[src/rtl/dtmr_pkg.sv]
package dtmr_pkg;

    typedef enum logic [1:0] {
        CMD_NONE    = 2'b00,
        CMD_STOP    = 2'b01,
        CMD_RESUME  = 2'b10,
        CMD_RESTART = 2'b11
    } cmd_e;

    typedef enum logic [2:0] {
        SRC_INT4     = 3'd0,
        SRC_EXTCLK   = 3'd1,
        SRC_GATE     = 3'd2,
        SRC_RETRIG   = 3'd3,
        SRC_ONESHOT  = 3'd4,
        SRC_CASCADE  = 3'd5
    } src_e;

    typedef enum logic [1:0] {
        ST_STOP  = 2'd0,
        ST_ARMED = 2'd1,
        ST_RUN   = 2'd2
    } chan_st_e;

    localparam logic [2:0] ADDR_INIT0 = 3'd0;
    localparam logic [2:0] ADDR_INIT1 = 3'd1;
    localparam logic [2:0] ADDR_PRE0  = 3'd2;
    localparam logic [2:0] ADDR_PRE1  = 3'd3;
    localparam logic [2:0] ADDR_CTRL  = 3'd4;
    localparam logic [2:0] ADDR_CMD   = 3'd5;

endpackage

[src/rtl/dtmr_prescale.sv]
module dtmr_prescale #(
    parameter int PW = 6
) (
    input  logic          clk,
    input  logic          rst_n,
    input  logic          load,
    input  logic          en,
    input  logic          tick_in,
    input  logic [PW-1:0] ratio,
    output logic          tick_out
);
    localparam int DW = PW + 1;

    logic [DW-1:0] span;
    logic [DW-1:0] left_q;

    // ratio 0 stands for the full 2**PW division
    assign span     = (ratio == '0) ? DW'(1 << PW) : {1'b0, ratio};
    assign tick_out = en && tick_in && (left_q == DW'(1));

    always_ff @(posedge clk or negedge rst_n) begin
        if (!rst_n)
            left_q <= DW'(1);
        else if (load)
            left_q <= span;
        else if (en && tick_in)
            left_q <= (left_q == DW'(1)) ? span : left_q - DW'(1);
    end
endmodule

[src/rtl/dtmr_source.sv]
module dtmr_source
    import dtmr_pkg::*;
#(
    parameter int INT_DIV = 4
) (
    input  logic clk,
    input  logic rst_n,
    input  logic ext_in,
    input  src_e src,
    input  logic t0_eoc,
    output logic int_tick,
    output logic t1_tick,
    output logic t1_trig,
    output logic t1_tmode,
    output logic t1_retrig
);
    localparam int DIVW = (INT_DIV > 1) ? $clog2(INT_DIV) : 1;

    logic [DIVW-1:0] div_q;
    logic [1:0]      sync_q;
    logic            prev_q;
    logic            rise;

    always_ff @(posedge clk or negedge rst_n) begin
        if (!rst_n)
            div_q <= '0;
        else if (div_q == DIVW'(INT_DIV - 1))
            div_q <= '0;
        else
            div_q <= div_q + DIVW'(1);
    end
    assign int_tick = (div_q == DIVW'(INT_DIV - 1));

    always_ff @(posedge clk or negedge rst_n) begin
        if (!rst_n) begin
            sync_q <= '0;
            prev_q <= 1'b0;
        end else begin
            sync_q <= {sync_q[0], ext_in};
            prev_q <= sync_q[1];
        end
    end
    assign rise = sync_q[1] && !prev_q;

    always_comb begin
        t1_tick   = int_tick;
        t1_trig   = 1'b0;
        t1_tmode  = 1'b0;
        t1_retrig = 1'b0;
        unique case (src)
            SRC_INT4:    t1_tick = int_tick;
            SRC_EXTCLK:  t1_tick = rise;
            SRC_GATE:    t1_tick = int_tick && sync_q[1];
            SRC_RETRIG: begin
                t1_trig   = rise;
                t1_tmode  = 1'b1;
                t1_retrig = 1'b1;
            end
            SRC_ONESHOT: begin
                t1_trig  = rise;
                t1_tmode = 1'b1;
            end
            SRC_CASCADE: t1_tick = t0_eoc;
            default:     t1_tick = int_tick;
        endcase
    end
endmodule

[src/rtl/dtmr_channel.sv]
module dtmr_channel
    import dtmr_pkg::*;
#(
    parameter int CW = 8,
    parameter int PW = 6
) (
    input  logic          clk,
    input  logic          rst_n,
    input  logic          tick,
    input  logic          trig,
    input  logic          trig_mode,
    input  logic          retrig,
    input  logic          cont,
    input  cmd_e          cmd,
    input  logic [PW-1:0] pre_val,
    input  logic [CW-1:0] init_val,
    output logic [CW-1:0] cnt,
    output logic          eoc,
    output logic          running
);
    chan_st_e      st_q, st_d;
    logic          load;
    logic          pre_en;
    logic          pre_tick;
    logic          last;
    logic [CW-1:0] cnt_q;

    assign last   = (cnt_q == CW'(1));
    assign pre_en = (st_q == ST_RUN) && (cmd == CMD_NONE) && !load;

    dtmr_prescale #(.PW(PW)) u_pre (
        .clk      (clk),
        .rst_n    (rst_n),
        .load     (load),
        .en       (pre_en),
        .tick_in  (tick),
        .ratio    (pre_val),
        .tick_out (pre_tick)
    );

    // next-state logic
    always_comb begin
        st_d = st_q;
        load = 1'b0;
        unique case (cmd)
            CMD_STOP:    st_d = ST_STOP;
            CMD_RESUME:  st_d = ST_RUN;
            CMD_RESTART: begin
                load = 1'b1;
                st_d = trig_mode ? ST_ARMED : ST_RUN;
            end
            CMD_NONE: begin
                unique case (st_q)
                    ST_STOP: st_d = ST_STOP;
                    ST_ARMED: begin
                        if (trig) begin
                            load = 1'b1;
                            st_d = ST_RUN;
                        end
                    end
                    ST_RUN: begin
                        if (trig_mode && retrig && trig)
                            load = 1'b1;
                        else if (pre_tick && last && !cont)
                            st_d = trig_mode ? ST_ARMED : ST_STOP;
                    end
                    default: st_d = ST_STOP;
                endcase
            end
            default: st_d = st_q;
        endcase
    end

    // state register
    always_ff @(posedge clk or negedge rst_n) begin
        if (!rst_n)
            st_q <= ST_STOP;
        else
            st_q <= st_d;
    end

    // count and request outputs
    always_ff @(posedge clk or negedge rst_n) begin
        if (!rst_n) begin
            cnt_q <= '0;
            eoc   <= 1'b0;
        end else begin
            eoc <= pre_tick && last;
            if (load)
                cnt_q <= init_val;
            else if (pre_tick)
                cnt_q <= last ? (cont ? init_val : '0) : cnt_q - CW'(1);
        end
    end

    assign cnt     = cnt_q;
    assign running = (st_q == ST_RUN);
endmodule

[src/rtl/dual_timer.sv]
module dual_timer
    import dtmr_pkg::*;
#(
    parameter int CW      = 8,
    parameter int PW      = 6,
    parameter int INT_DIV = 4
) (
    input  logic          clk,
    input  logic          rst_n,
    input  logic          wr_en,
    input  logic [2:0]    wr_addr,
    input  logic [CW-1:0] wr_data,
    input  logic [2:0]    rd_addr,
    output logic [CW-1:0] rd_data,
    input  logic          ext_in,
    output logic          irq_t0,
    output logic          irq_t1
);
    localparam int NCH = 2;

    logic [CW-1:0] init_q [NCH];
    logic [PW-1:0] pre_q  [NCH];
    logic [NCH-1:0] cont_q;
    src_e          src_q;

    logic          cmd_wr;
    cmd_e          ch_cmd    [NCH];
    logic [CW-1:0] ch_cnt    [NCH];
    logic [NCH-1:0] ch_tick, ch_trig, ch_tmode, ch_retrig, ch_eoc, ch_run;
    logic          int_tick;
    logic [CW-1:0] cnt0, cnt1;
    logic          run0;

    always_ff @(posedge clk or negedge rst_n) begin
        if (!rst_n) begin
            for (int i = 0; i < NCH; i++) begin
                init_q[i] <= '0;
                pre_q[i]  <= '0;
            end
            cont_q <= '0;
            src_q  <= SRC_INT4;
        end else if (wr_en) begin
            unique case (wr_addr)
                ADDR_INIT0: init_q[0] <= wr_data;
                ADDR_INIT1: init_q[1] <= wr_data;
                ADDR_PRE0:  pre_q[0]  <= wr_data[PW-1:0];
                ADDR_PRE1:  pre_q[1]  <= wr_data[PW-1:0];
                ADDR_CTRL: begin
                    cont_q <= wr_data[1:0];
                    src_q  <= src_e'(wr_data[6:4]);
                end
                default: ;
            endcase
        end
    end

    assign cmd_wr    = wr_en && (wr_addr == ADDR_CMD);
    assign ch_cmd[0] = cmd_wr ? cmd_e'(wr_data[1:0]) : CMD_NONE;
    assign ch_cmd[1] = cmd_wr ? cmd_e'(wr_data[3:2]) : CMD_NONE;

    dtmr_source #(.INT_DIV(INT_DIV)) u_src (
        .clk       (clk),
        .rst_n     (rst_n),
        .ext_in    (ext_in),
        .src       (src_q),
        .t0_eoc    (ch_eoc[0]),
        .int_tick  (int_tick),
        .t1_tick   (ch_tick[1]),
        .t1_trig   (ch_trig[1]),
        .t1_tmode  (ch_tmode[1]),
        .t1_retrig (ch_retrig[1])
    );

    assign ch_tick[0]   = int_tick;
    assign ch_trig[0]   = 1'b0;
    assign ch_tmode[0]  = 1'b0;
    assign ch_retrig[0] = 1'b0;

    for (genvar g = 0; g < NCH; g++) begin : g_ch
        dtmr_channel #(.CW(CW), .PW(PW)) u_ch (
            .clk       (clk),
            .rst_n     (rst_n),
            .tick      (ch_tick[g]),
            .trig      (ch_trig[g]),
            .trig_mode (ch_tmode[g]),
            .retrig    (ch_retrig[g]),
            .cont      (cont_q[g]),
            .cmd       (ch_cmd[g]),
            .pre_val   (pre_q[g]),
            .init_val  (init_q[g]),
            .cnt       (ch_cnt[g]),
            .eoc       (ch_eoc[g]),
            .running   (ch_run[g])
        );
    end

    assign cnt0   = ch_cnt[0];
    assign cnt1   = ch_cnt[1];
    assign run0   = ch_run[0];
    assign irq_t0 = ch_eoc[0];
    assign irq_t1 = ch_eoc[1];

    always_comb begin
        unique case (rd_addr)
            3'd0:    rd_data = cnt0;
            3'd1:    rd_data = cnt1;
            default: rd_data = '0;
        endcase
    end
endmodule

[config.mk]
export PLATFORM = sky130hd
export DESIGN_NAME = dual_timer
export DESIGN_NICKNAME = d
export VERILOG_FILES = /design/src/rtl/dtmr_pkg.sv /design/src/rtl/dtmr_prescale.sv /design/src/rtl/dtmr_source.sv /design/src/rtl/dtmr_channel.sv /design/src/rtl/dual_timer.sv
export SDC_FILE = /design/constraint.sdc
export NUM_CORES = 1
export LEC_CHECK = 0
export ABC_CLOCK_PERIOD_IN_PS = 3400
export BUFFER_PORTS_ARGS = -buffer_cell sky130_fd_sc_hd__buf_4
export CAP_MARGIN = 20
export CORE_MARGIN = 3
export CORE_UTILIZATION = 35
export DETAILED_ROUTE_END_ITERATION = 8
export HOLD_SLACK_MARGIN = 0.1
export PLACE_DENSITY = 0.53
export SLEW_MARGIN = 20
export SYNTH_ARGS = -nofsm -noshare
export SYNTH_HDL_FRONTEND = slang
export SYNTH_HIERARCHICAL = 1
export SYNTH_SLANG_ARGS = --single-unit
[constraint.sdc]
create_clock -name clk -period 3.4 [get_ports clk]
set_input_delay 0.68 -clock clk [delete_from_list [all_inputs] [get_ports clk]]
set_output_delay 0.68 -clock clk [all_outputs]
set_load 0.01 [all_outputs]
Word-level counts from Yosys, hierarchy flattened
Cells that the tools add are included.
Storage, ports and cells
  input bits: 18
  logic and storage cells: 133
  register bits after elaboration: 74
  output and inout port bits: 10
Operators by class
  reduce and logical (&&, ||, !) cells: 41
  add/subtract/negate cells: 5
  mux-type cells: 39
  eq/ne operators: 31
Operator list (count)
  two-way mux 8 bit: 8
  two-way mux 7 bit: 8
  logical AND 1 bit: 17
  == test 8 x 1 -> 1 bit (second input constant): 2
  two-way mux 2 bit: 8
  one-hot mux 8 bit (2 select lines): 1
  subtractor 8 x 1 -> 8 bit (second input constant): 2
  == test 2 bit (second input constant): 7
  == test 7 x 1 -> 1 bit (second input constant): 2
  subtractor 7 x 1 -> 7 bit (second input constant): 2
  == test 3 x 2 -> 1 bit (second input constant): 4
  == test 3 bit (second input constant): 4
  zero test 6 bit: 2
  AND reduction 2 bit: 6
  == test 3 x 1 -> 1 bit (second input constant): 3
  != test 3 bit (second input constant): 3
  == test 2 x 1 -> 1 bit (second input constant): 4
  one-hot mux 2 bit (2 select lines): 2
  one-hot mux 2 bit (4 select lines): 1
  nonzero test 2 bit: 4
  two-way mux 1 bit: 7
  zero test 3 bit: 2
  one-hot mux 2 bit (3 select lines): 1
  zero test 1 bit: 5
  8 further kinds: 11

Logic depth before layout (Yosys ltp)
  depth in word-level cells: 18
  depth in mapped cells: 14
  depth with buffers taken out: 13

By module
The synthesis kept the hierarchy.
By module, submodules not included
  dual_timer: times used 1, area each 1435.1 µm², cells an instance 98
  dtmr_prescale: times used 2, area each 506.7 µm², cells an instance 59
  dtmr_channel at g_ch[0].u_ch: times used 1, area each 894.6 µm², cells an instance 97
  dtmr_channel at g_ch[1].u_ch: times used 1, area each 818.3 µm², cells an instance 87
  dtmr_source: times used 1, area each 220.2 µm², cells an instance 17

Least setup slack after synthesis
OpenSTA, ideal clock, no wires.
  path type: input port to flip-flop
  from: input wr_en
  to: register g_ch[1].u_ch.cnt_q[5]
  library setup time: 135 ps
  data arrival time: 3540 ps
  required time: 3265 ps
  setup slack: -274 ps
  cell stages on the path: 13
  path through: and4b_1 -> and2_1 -> ha_1 -> a311oi_1 -> a211oi_1 -> clkbuf_1 -> nor2_1 -> nand2_1 -> nor2_1 -> or4b_2 -> nor3_1 -> mux2i_1 -> o2bb2ai_1
RTL lines
  start, declared: line dual_timer.sv:10  | input logic wr_en,
  end signal, assigned: line dtmr_channel.sv:90  | cnt_q <= init_val;
  end signal, assigned: line dtmr_channel.sv:92  | cnt_q <= last ? (cont ? init_val : '0) : cnt_q - CW'(1);
  end, declared: line dtmr_channel.sv:26  | logic [CW-1:0] cnt_q;

==> results.sh <==
export IMPL_p_seq_share_pct=42.0
export IMPL_finClkSkew_ns=0.00772
export IMPL_swShare_pct=26.9
export IMPL_cts_made_buffers=9
export IMPL_rsz0062_at_grt="false"
export IMPL_grt_start_max_net_pins=75
export IMPL_setup_tns_ns=0
export IMPL_hold_slack_ns=0.356
export IMPL_grt_pass1_vias=3267
export IMPL_maxCapViolCount=0
export IMPL_p_per_area_nw_per_um2=512
export IMPL_track_usage_pct=15.4
export IMPL_cp_cell_sequence="buf_4 -> and4b_1 -> and2_1 -> ha_1 -> a311oi_1 -> a211oi_2 -> nor2_2 -> nand2_2 -> nor2_4 -> or4b_2 -> nor3_2 -> mux2i_1 -> o2bb2ai_1"
export IMPL_netlist_instances=417
export IMPL_portBuffers=27
export IMPL_wl_per_cell_um=16.1
export IMPL_post_cts_buffers=0
export IMPL_row_count=40
export IMPL_area_growth_pct=20.4
export IMPL_synth_enable_flop_cells=0
export IMPL_die_h_um=118
export IMPL_totalWireLength_um=10400
export IMPL_numClockSinks=74
export IMPL_place_hpwl_um=7360
export IMPL_crit_family="simple AND/OR/NAND/NOR gates"
export IMPL_clk_pin_slew_ns=0.06
export IMPL_relSlewSlack_pct=36.5
export IMPL_endpoint_kind="flop"
export IMPL_final_max_slew_viol_count=0
export IMPL_crit_fanout=4
export IMPL_cts_root_buf="clkbuf_16"
export IMPL_pre_cts_ws_ns=-0.000243
export IMPL_slowest_stage="or4b_2"
export IMPL_nNetsFinal=508
export IMPL_final_min_clock_period_ns=3.04
export IMPL_ir_drop_mv=0.267
export IMPL_die_w_um=118
export IMPL_synthFlopType="dfrtp_1"
export IMPL_synth_area_leaders="dfrtp_1 41%, mux2_2 9.5%, ha_1 6.0%"
export IMPL_cp_data_required_time_ns=3.62
export IMPL_synthArstFlopShare_pct=100
export IMPL_initial_core_util_pct=36.2
export IMPL_num_vias=3402
export IMPL_drc=0
export IMPL_coreArea_sq_um=12100
export IMPL_leakagePower_nw=2.21
export IMPL_hold_violations=0
export IMPL_htree_levels=3
export IMPL_startpoint_type="input pin"
export IMPL_vias_per_cell=5.30
export IMPL_synth_area_leader_cell="dfrtp_1"
export IMPL_pwr_share_comb_pct=18.5
export IMPL_syn_area_sq_um=4380
export IMPL_p_clk_share_pct=39.5
export IMPL_hold_buffers=0
export IMPL_status="finished clean"
export IMPL_io_pins=28
export IMPL_switchingPower_mw=0.727
export IMPL_postRouteAntennaNets=0
export IMPL_clkLatencyLatePin_ns=0.34
export IMPL_cp_num_buf_inv=1
export IMPL_setup_violations=0
export IMPL_die_area_sq_um=13900
export IMPL_ctsLongestPathBuffers=2
export IMPL_crit_path_max_incr_delay_ns=0.66
export IMPL_yosysSeqAreaShare_pct=42.3
export IMPL_hold_path_class="reg -> reg"
export IMPL_gp_congestion=0.849
export IMPL_cts_resized_gates=0
export IMPL_netlist_area_leader_share_pct=41.1
export IMPL_finish_utilization_pct=43.5
export IMPL_drt_iter0_drc=191
export IMPL_finalCritPeriodShare_pct=89.3
export IMPL_overflow=0
export IMPL_antenna_found_initial=0
export IMPL_ys_ff_latch=74
export IMPL_avgSynthCellArea_sq_um=10.5
export IMPL_ys_warn_count=6
export IMPL_final_cells=642
export IMPL_critical_path_class="in -> reg"
export IMPL_arrival_ns=3.26
export IMPL_tightest_slew_ns=0.952
export IMPL_setup_ws_ns=0.364
export IMPL_fmax_mhz=329
export IMPL_diodes=0
export IMPL_grt_pass1_wl_um=17000
export IMPL_drive_gt1_share_pct=28.3
export IMPL_first_pass_iters=4
export IMPL_p_int_mw=1.97
export IMPL_cts_tree="done"
export IMPL_placedCellCount=626
export IMPL_synthDistinctLibCells=74
[final timing paths]
kind	slack [ns]	end	cells past startpoint	start
worst max-delay path	0.36	g_ch[1].u_ch/cnt[5]	13	wr_en
min in group asynchronous	0.50	g_ch[1].u_ch/cnt[1]	1	rst_n
worst min register to register	0.36	u_src/sync_q[1]	0	u_src/sync_q[0]
max in group asynchronous	2.29	g_ch[0].u_ch/u_pre/left_q[2]	1	rst_n
worst min-delay path	0.36	u_src/sync_q[1]	0	u_src/sync_q[0]
worst max register to register	0.60	g_ch[1].u_ch/cnt[5]	11	src_q[1]
[layer usage]
layer | global-route usage [%] | part of all wire (%) | vias to the layer above
met1 | 21.6 | 50 | 1668
met2 | 23.3 | 45 | 67
li1 | - | - | 1646
met5 | 0 | 0 | -
met3 | 2.59 | 2.9 | 21
met4 | 6.74 | 2.3 | 0
[cell usage after synthesis (6+ instances only)]
cell type / count
dfrtp_1: 72
mux2_2: 37
inv_1: 33
nor2_1: 30
a21oi_1: 22
ha_1: 21
nand3_1: 19
nand2_1: 17
mux2i_1: 15
o2bb2ai_1: 11
nor3_1: 10
nand2b_1: 9
o21ai_0: 7
a211oi_1: 6
[sequential cells by signal (all words and copies together), names as in the netlist]
register,count
src_q,3
g_ch.u_ch/cnt,16
cont_q,2
g_ch.u_ch/u_pre/left_q,14
g_ch.u_ch/eoc,2
init_q,16
u_src/prev_q,1
g_ch.u_ch/st_q,4
pre_q,12
u_src/sync_q,2
u_src/div_q,2
[stage by stage]
stage | power (mW) | instance area (sq um)
after floorplan | 1.48 | 4430
after global placement | 1.64 | 4930
after detailed placement | 1.65 | 4930
after CTS | 2.74 | 5270
after global routing | 2.85 | 5270
final | 2.70 | 5270
[layout by cell type, fill, tap and decap left out, types with 3 or more instances in the layout]
cell type and count:
dfrtp_1 72, buf_4 41, mux2_2 37, inv_1 33, nor2_1 28, a21oi_1 22
ha_1 21, nand3_1 19, nand2_1 16, mux2i_1 15, o2bb2ai_1 11, clkbuf_16 9
nand2b_1 9, nor3_1 9, conb_1 7, o21ai_0 7, nand3b_1 5, a211oi_1 5
o211ai_1 5, a22oi_1 5, and2_1 4, nor4bb_1 4, o22ai_1 4, or2_2 3
clkbuf_8 3, o221ai_1 3, a311o_1 3, nand4_1 3, o21ai_2 3
[power by group through the flow]
| stage | logic [mW] | registers (mW) | clock network [mW] |
|---|---|---|---|
| floorplan | 0.374 | 1.11 | 0 |
| global placement | 0.497 | 1.15 | 0 |
| detailed placement | 0.496 | 1.15 | 0 |
| CTS | 0.502 | 1.13 | 1.10 |
| global route | 0.555 | 1.16 | 1.14 |
| finish | 0.501 | 1.13 | 1.07 |
[cells by family after synthesis]
logic type	count (synthesis)	synth area share (%)
XOR/XNOR	2	0.400
other	1	0.0856
adder cells (fa/ha/maj)	21	6.00
AND/OR/NAND/NOR	141	20.5
buffers and inverters	40	3.51
flip-flops	74	42.3
multiplexers	52	12.9
AO/OA/AOI/OAI	86	14.3
[layout make-up]
class	count	area (sq um)
clock inverter	4	72.6
inverter	33	124
fill	1193	6840
sequential	74	1850
multi-input combinational	309	2420
clock buffer	12	267
timing repair buffer	42	328
tap	168	210
(Power assumes the default switching activity.)
